--- src/rtl/mpu_pkg.sv ---
package mpu_pkg;

  localparam int ATTR_W = 17;
  localparam int MIN_LOG2 = 5;
  localparam int SUB_LOG2 = 8;

  typedef enum logic [1:0] {
    AP_NONE     = 2'd0,
    AP_PRIV     = 2'd1,
    AP_PRIV_URO = 2'd2,
    AP_FULL     = 2'd3
  } ap_e;

  typedef struct packed {
    logic       xn;
    ap_e        ap;
    logic [7:0] subdis;
    logic [4:0] size_log2;
    logic       en;
  } attr_t;

  // Data permission plus the separate fetch gate.
  function automatic logic access_ok(input ap_e ap, input logic xn,
                                     input logic priv, input logic [1:0] kind);
    logic is_fetch;
    logic is_write;
    logic ok;
    is_fetch = kind[1];
    is_write = (kind == 2'b01);
    unique case (ap)
      AP_NONE:     ok = 1'b0;
      AP_PRIV:     ok = priv;
      AP_PRIV_URO: ok = priv | ~is_write;
      default:     ok = 1'b1;
    endcase
    if (is_fetch && xn) ok = 1'b0;
    return ok;
  endfunction

endpackage

--- src/rtl/mpu_region_match.sv ---
module mpu_region_match
  import mpu_pkg::*;
#(
  parameter int ADDR_W = 32
) (
  input  logic [ADDR_W-1:0] addr,
  input  logic [ADDR_W-1:0] base,
  input  attr_t             attr,
  output logic              hit,
  output logic              sub_blocked
);

  function automatic logic [2:0] eighth_of(input logic [ADDR_W-1:0] a,
                                           input logic [4:0] n);
    logic [ADDR_W-1:0] s;
    if (n < 5'(SUB_LOG2)) return 3'd0;
    s = a >> (n - 5'd3);
    return s[2:0];
  endfunction

  logic [ADDR_W-1:0] mask;
  logic              legal;
  logic              in_block;
  logic [2:0]        eighth;

  assign mask     = {ADDR_W{1'b1}} << attr.size_log2;
  assign legal    = attr.en && (attr.size_log2 >= 5'(MIN_LOG2))
                    && (int'(attr.size_log2) < ADDR_W);
  assign in_block = ((addr ^ base) & mask) == '0;
  assign eighth   = eighth_of(addr, attr.size_log2);

  assign sub_blocked = legal && in_block && (attr.size_log2 >= 5'(SUB_LOG2))
                       && attr.subdis[eighth];
  assign hit         = legal && in_block && !sub_blocked;

endmodule

--- config.mk ---
export PLATFORM = sky130hd
export DESIGN_NAME = mpu_region_match
export DESIGN_NICKNAME = d
export VERILOG_FILES = /design/src/rtl/mpu_pkg.sv /design/src/rtl/mpu_region_match.sv
export SDC_FILE = /design/constraint.sdc
export NUM_CORES = 1
export LEC_CHECK = 0
export ABC_AREA = 1
export ABC_CLOCK_PERIOD_IN_PS = 2610
export BUFFER_PORTS_ARGS = -buffer_cell sky130_fd_sc_hd__buf_2
export CAP_MARGIN = 20
export CORE_ASPECT_RATIO = 1.2
export CORE_MARGIN = 1.5
export CORE_UTILIZATION = 45
export DETAILED_ROUTE_END_ITERATION = 8
export PLACE_DENSITY = 0.77
export SLEW_MARGIN = 20
export SYNTH_ARGS = -nofsm -noshare
export SYNTH_HDL_FRONTEND = slang
export SYNTH_SLANG_ARGS = --single-unit
--- constraint.sdc ---
create_clock -name vclk -period 2.61
set_input_delay 0.1305 -clock vclk [all_inputs]
set_output_delay 0.1305 -clock vclk [all_outputs]
set_load 0.005 [all_outputs]
Word level (Yosys, flattened, before mapping) --
Index checks and enable logic that the tools add are counted.
Word-level totals: register bits after elaboration 0, bits of input ports 81, logic and storage cells 21, memories 0, output and inout bits 2, ROM bits 0, bits in writable memories 0, latch bits 0
Operators by class: reductions and logical operators 7, bitwise logic cells 2, multipliers 0, div/mod/pow operators 0, magnitude comparators 4, add/sub/neg operators 1, multiplexer cells 5, equality and inequality tests 0, shifts and indexed selects 2
Operator list (number):
- 32-bit AND | 1
- 32-bit zero test | 1
- 32-bit by 5-bit << shifter with 32-bit output (first input constant) | 1
- 32-bit by 5-bit >> shifter with 3-bit output | 1
- 32-bit bitwise XOR | 1
- 3-bit 2-to-1 mux | 2
- 5-bit by 3-bit >= comparator with 1-bit output (second input constant) | 1
- 5-bit by 4-bit >= comparator with 1-bit output (second input constant) | 1
- 1-bit logical AND | 5
- 5-bit by 4-bit < comparator with 1-bit output (second input constant) | 1
- 5-bit by 2-bit subtractor with 5-bit output (second input constant) | 1
- 3-bit by 4-bit < comparator with 1-bit output (second input constant) | 1
- 1-bit binary-select mux with 3-bit select | 1
- 1-bit 2-to-1 mux | 2
- 1-bit zero test | 1

Logic depth before layout (Yosys ltp) --
depth after elaboration 8, depth in mapped cells 18, gate-level depth less buffers 16

Worst setup path before layout --
No wires, ideal clock.
path kind input to output, start input attr[1] (netlist name), end output hit, slack 0.474 ns, buffers on the path 3, cell stages on the path 18, required time 2.480 ns, data arrival time 2.005 ns, cell sequence buf_4 > inv_8 > buf_2 > ha_1 > inv_2 > buf_2 > o21ai_0 > o21ai_0 > nand2_1 > nand3_1 > nand3_1 > and2_1 > nand3_1 > nand2_1 > nand2_1 > nand3_2 > nand2_1 > inv_1
Between the ends: longest elaborated chain between the ends 8, elaborated cells between the ends (all ways) 18, classes of those cells add/sub: 1; order compare: 3; shift: 2; mux: 4; bitwise: 1; reduce/logical: 7
RTL lines:
- start, declared | line mpu_region_match.sv:8 | input attr_t attr,
- 5-bit by 2-bit subtractor with 5-bit output, or another cell as far along | line mpu_region_match.sv:17 | s = a >> (n - 5'd3);
- 32-bit by 5-bit >> shifter with 3-bit output, or another cell as far along | line mpu_region_match.sv:17
- 3-bit 2-to-1 mux / 32-bit zero test (equally long branches) | line mpu_region_match.sv:17, mpu_region_match.sv:29
- 1-bit binary-select mux with 3-bit select / 1-bit logical AND (equally long branches) | line mpu_region_match.sv:33, mpu_region_match.sv:32, mpu_region_match.sv:34
- 1-bit 2-to-1 mux (implied by the code) / 1-bit logical AND (equally long branches) | line mpu_region_match.sv:33, mpu_region_match.sv:32
- 1-bit logical AND | line mpu_region_match.sv:33 | && attr.subdis[eighth];
- 1-bit zero test | line mpu_region_match.sv:34 | assign hit = legal && in_block && !sub_blocked;
- 1-bit logical AND * | line mpu_region_match.sv:34
- end, declared | line mpu_region_match.sv:9 | output logic hit,
Every way passes the cells marked *; elsewhere a longest branch is shown, timed or not. The select of a mux whose other input is x is not followed.

Worst setup path after layout --
Ends and elaborated chain as after synthesis.

==> summary.txt <==
Outcome
  • Outcome: completed

Global routing
  • Vias in the first global route: 2,373
  • Largest net degree at the start of global routing: 36
  • Initial antenna violation count: 0
  • First-pass GRT wire length: 9804 um
  • Total track usage: 27.78%
  • Congestion Overflow GR: 0

Drt
  • Routed WL per cell: 12.89 um
  • Pre-Repair DR Iteration Count: 5
  • Final WL: 6020 um
  • Via count: 2,566
  • 1st-iter DRT viols: 237
  • Post-DR vias/cell: 5.495
  • Post-route ant nets: 0
  • # DRC: 0

Synthesis
  • Most frequent cells after synthesis: nand2_1, nand3_1, o21ai_0
  • Synthesized cell area: 0.001828 mm^2
  • Top cells by area, synth: nand2_1, nand3_1, o21ai_0
  • Ys Warns: 0
  • Cells after synthesis: 341
  • Yosys top cell area share: 21.56%
  • Syn_area_per_cell: 5.361 um^2
  • Yosys cell types: 33
  • Post-Syn Nets: 428
  • Leading area contributor after synthesis: nand2_1
  • Most frequent cell after synthesis: nand2_1
  • Register area share after synthesis: 0%

Power
  • Clock Power Share: 0%
  • Leak: 1.209 nW
  • PwrDens: 208.6 mW/mm^2
  • Internal power: 0.1867 mW
  • Logic pwr share: 100.0%
  • Switching portion of total power: 60.19%
  • Sw power: 0.2823 mW
  • Worst VDD drop: 0.1299 mV
  • Seq pwr share: 0%

Layout
  • Storage cell area: 0 um^2
  • Fill cells: 447
  • # diodes: 0
  • Clkbuf count: 0
  • Layout cells sized above 1: 24.94%
  • Final core utilization: 57.50%
  • FFs & Latches: 0
  • Synth-to-Final Area Change: 23.00%
  • Final nets: 502

Timing
  • Setup TNS: 0 ns
  • Min Tclk post-route: 2.343 ns
  • Final setup viols: 0
  • Max Fclk: 426.8 MHz
  • Worst Max-Slew Pin Slew: 0.4110 ns
  • Relative slew slack: 72.31%
  • Slew Limit Fails: 0
  • Final hold vios: 0
  • RSZ-0062 raised after global routing: false
  • Final period utilization: 89.78%

Place
  • Routability Congestion: 0.9722
  • Post-detail-place hpwl: 4994 um
  • Port Buf Inserts: 80

CTS
  • Hold bufs inserted after CTS: 0
  • Setup bufs post-CTS: 0
  • Post-CTS Resized: 0

Critical path
  • Worst-path maximum fanout: 35
  • Startpoint Class: primary input
  • Required @ worst endpoint: 2.48 ns
  • CP Data Arrival Time: 2.21 ns
  • CP endpoint kind: output pin
  • CP startpoint: attr[1]
  • Setup crit end: hit
  • CP Class: in2out

Floorplan
  • Total Die Area: 0.004455 mm^2
  • Core ar.: 0.003910 mm^2
  • Die width: 61.18 um
  • Top-level I/O count: 83
  • FP Rows: 25
  • Die height: 72.82 um
  • Initial Util: 46.75%

Run
  • Total of max-cap violations: 0

Min path
  • Hold Path Class: in2out
## logic make-up (layout without fill, tap and decap cells)
logic type / Yosys count / after routing / share of synthesized area, %
AO/OA/AOI/OAI: 64 / 64 / 19.37
buffers and inverters: 43 / 115 / 11.84
adder cells (fa/ha/maj): 6 / 6 / 4.107
AND/OR/NAND/NOR: 202 / 202 / 51.20
XOR/XNOR: 26 / 26 / 13.48
## per-stage QoR
stage               worst slack, ns  instances  hold slack [ns]  power [mW]  instance area [um^2]
CTS                          0.2813        467           0.7587      0.4643                  2248
global route                0.03158        467           0.8183      0.5273                  2248
finish                       0.2668        467           0.7532      0.4691                  2248
detailed placement           0.2886        467           0.7571      0.4621                  2248
floorplan                    0.4743        341           0.5500      0.3179                  1828
global placement             0.3425        467           0.7409      0.4551                  2248
## placed cells by master (no fill, tap or decap), drive strengths merged
| cell type | synthesis | layout |
|---|---|---|
| nor3 | 3 | 3 |
| inv | 29 | 29 |
| nor4b | 1 | 1 |
| o22ai | 3 | 3 |
| a31oi | 2 | 2 |
| xnor2 | 7 | 7 |
| nand3b | 1 | 1 |
| and2 | 1 | 1 |
| nand4 | 8 | 8 |
| o31ai | 1 | 1 |
| a21oi | 14 | 14 |
| nor2 | 15 | 15 |
| o211a | 1 | 1 |
| o21ai | 35 | 35 |
| o211ai | 8 | 8 |
| xor2 | 19 | 19 |
| nand2 | 109 | 109 |
| buf | 11 | 86 |
| ha | 6 | 6 |
| nand3 | 64 | 64 |
## power groups by stage
| stage | combinational [mW] | sequential, mW | clock, mW |
|---|---|---|---|
| 2_1_floorplan | 0.318 | 0 | 0 |
| 3_3_place_gp | 0.455 | 0 | 0 |
| 3_5_place_dp | 0.462 | 0 | 0 |
| 4_1_cts | 0.464 | 0 | 0 |
| 5_1_grt | 0.527 | 0 | 0 |
| 6_report | 0.469 | 0 | 0 |
## worst max-delay path: stages
cell     delay [ns]
buf_2          0.17
inv_8          0.11
ha_1           0.33
inv_2          0.19
buf_4          0.18
nand3_1        0.07
nand2_1        0.07
nand2_1        0.05
nand3_1        0.11
nand3_2        0.14
nand3_2        0.14
nand2_1        0.06
nand3_1        0.07
nand2_1        0.06
nand2_1        0.06
nand3_2        0.07
nand2_1        0.06
inv_1          0.03
buf_2          0.11
## layout make-up
class | count | area, um^2 | share of cell area (%)
timing repair buffer | 86 | 445.4 | 19.81
multi-input combinational | 298 | 1612 | 71.68
inverter | 29 | 123.9 | 5.509
tap | 54 | 67.56 | 3.005
## per-layer routing
| layer | share of wire, % | track usage [%] | wire length [um] |
|---|---|---|---|
| met3 | 6.5 | 0.7092 | 391 |
| met5 | 0 | 0 | 0 |
| met4 | 3.7 | 9.179 | 220 |
| met2 | 49 | 52.13 | 2964 |
| met1 | 41 | 32.59 | 2443 |
## how the worst min path moves through the flow
stage,slack [ns],startpoint,endpoint,cells past startpoint
floorplan,0.55,attr[8],sub_blocked,6
global placement,0.74,attr[6],sub_blocked,8
detailed placement,0.76,attr[6],sub_blocked,8
CTS,0.76,attr[8],sub_blocked,8
global route,0.82,attr[8],sub_blocked,8
finish,0.75,attr[6],sub_blocked,8
Power figures use the tool's default switching activity.
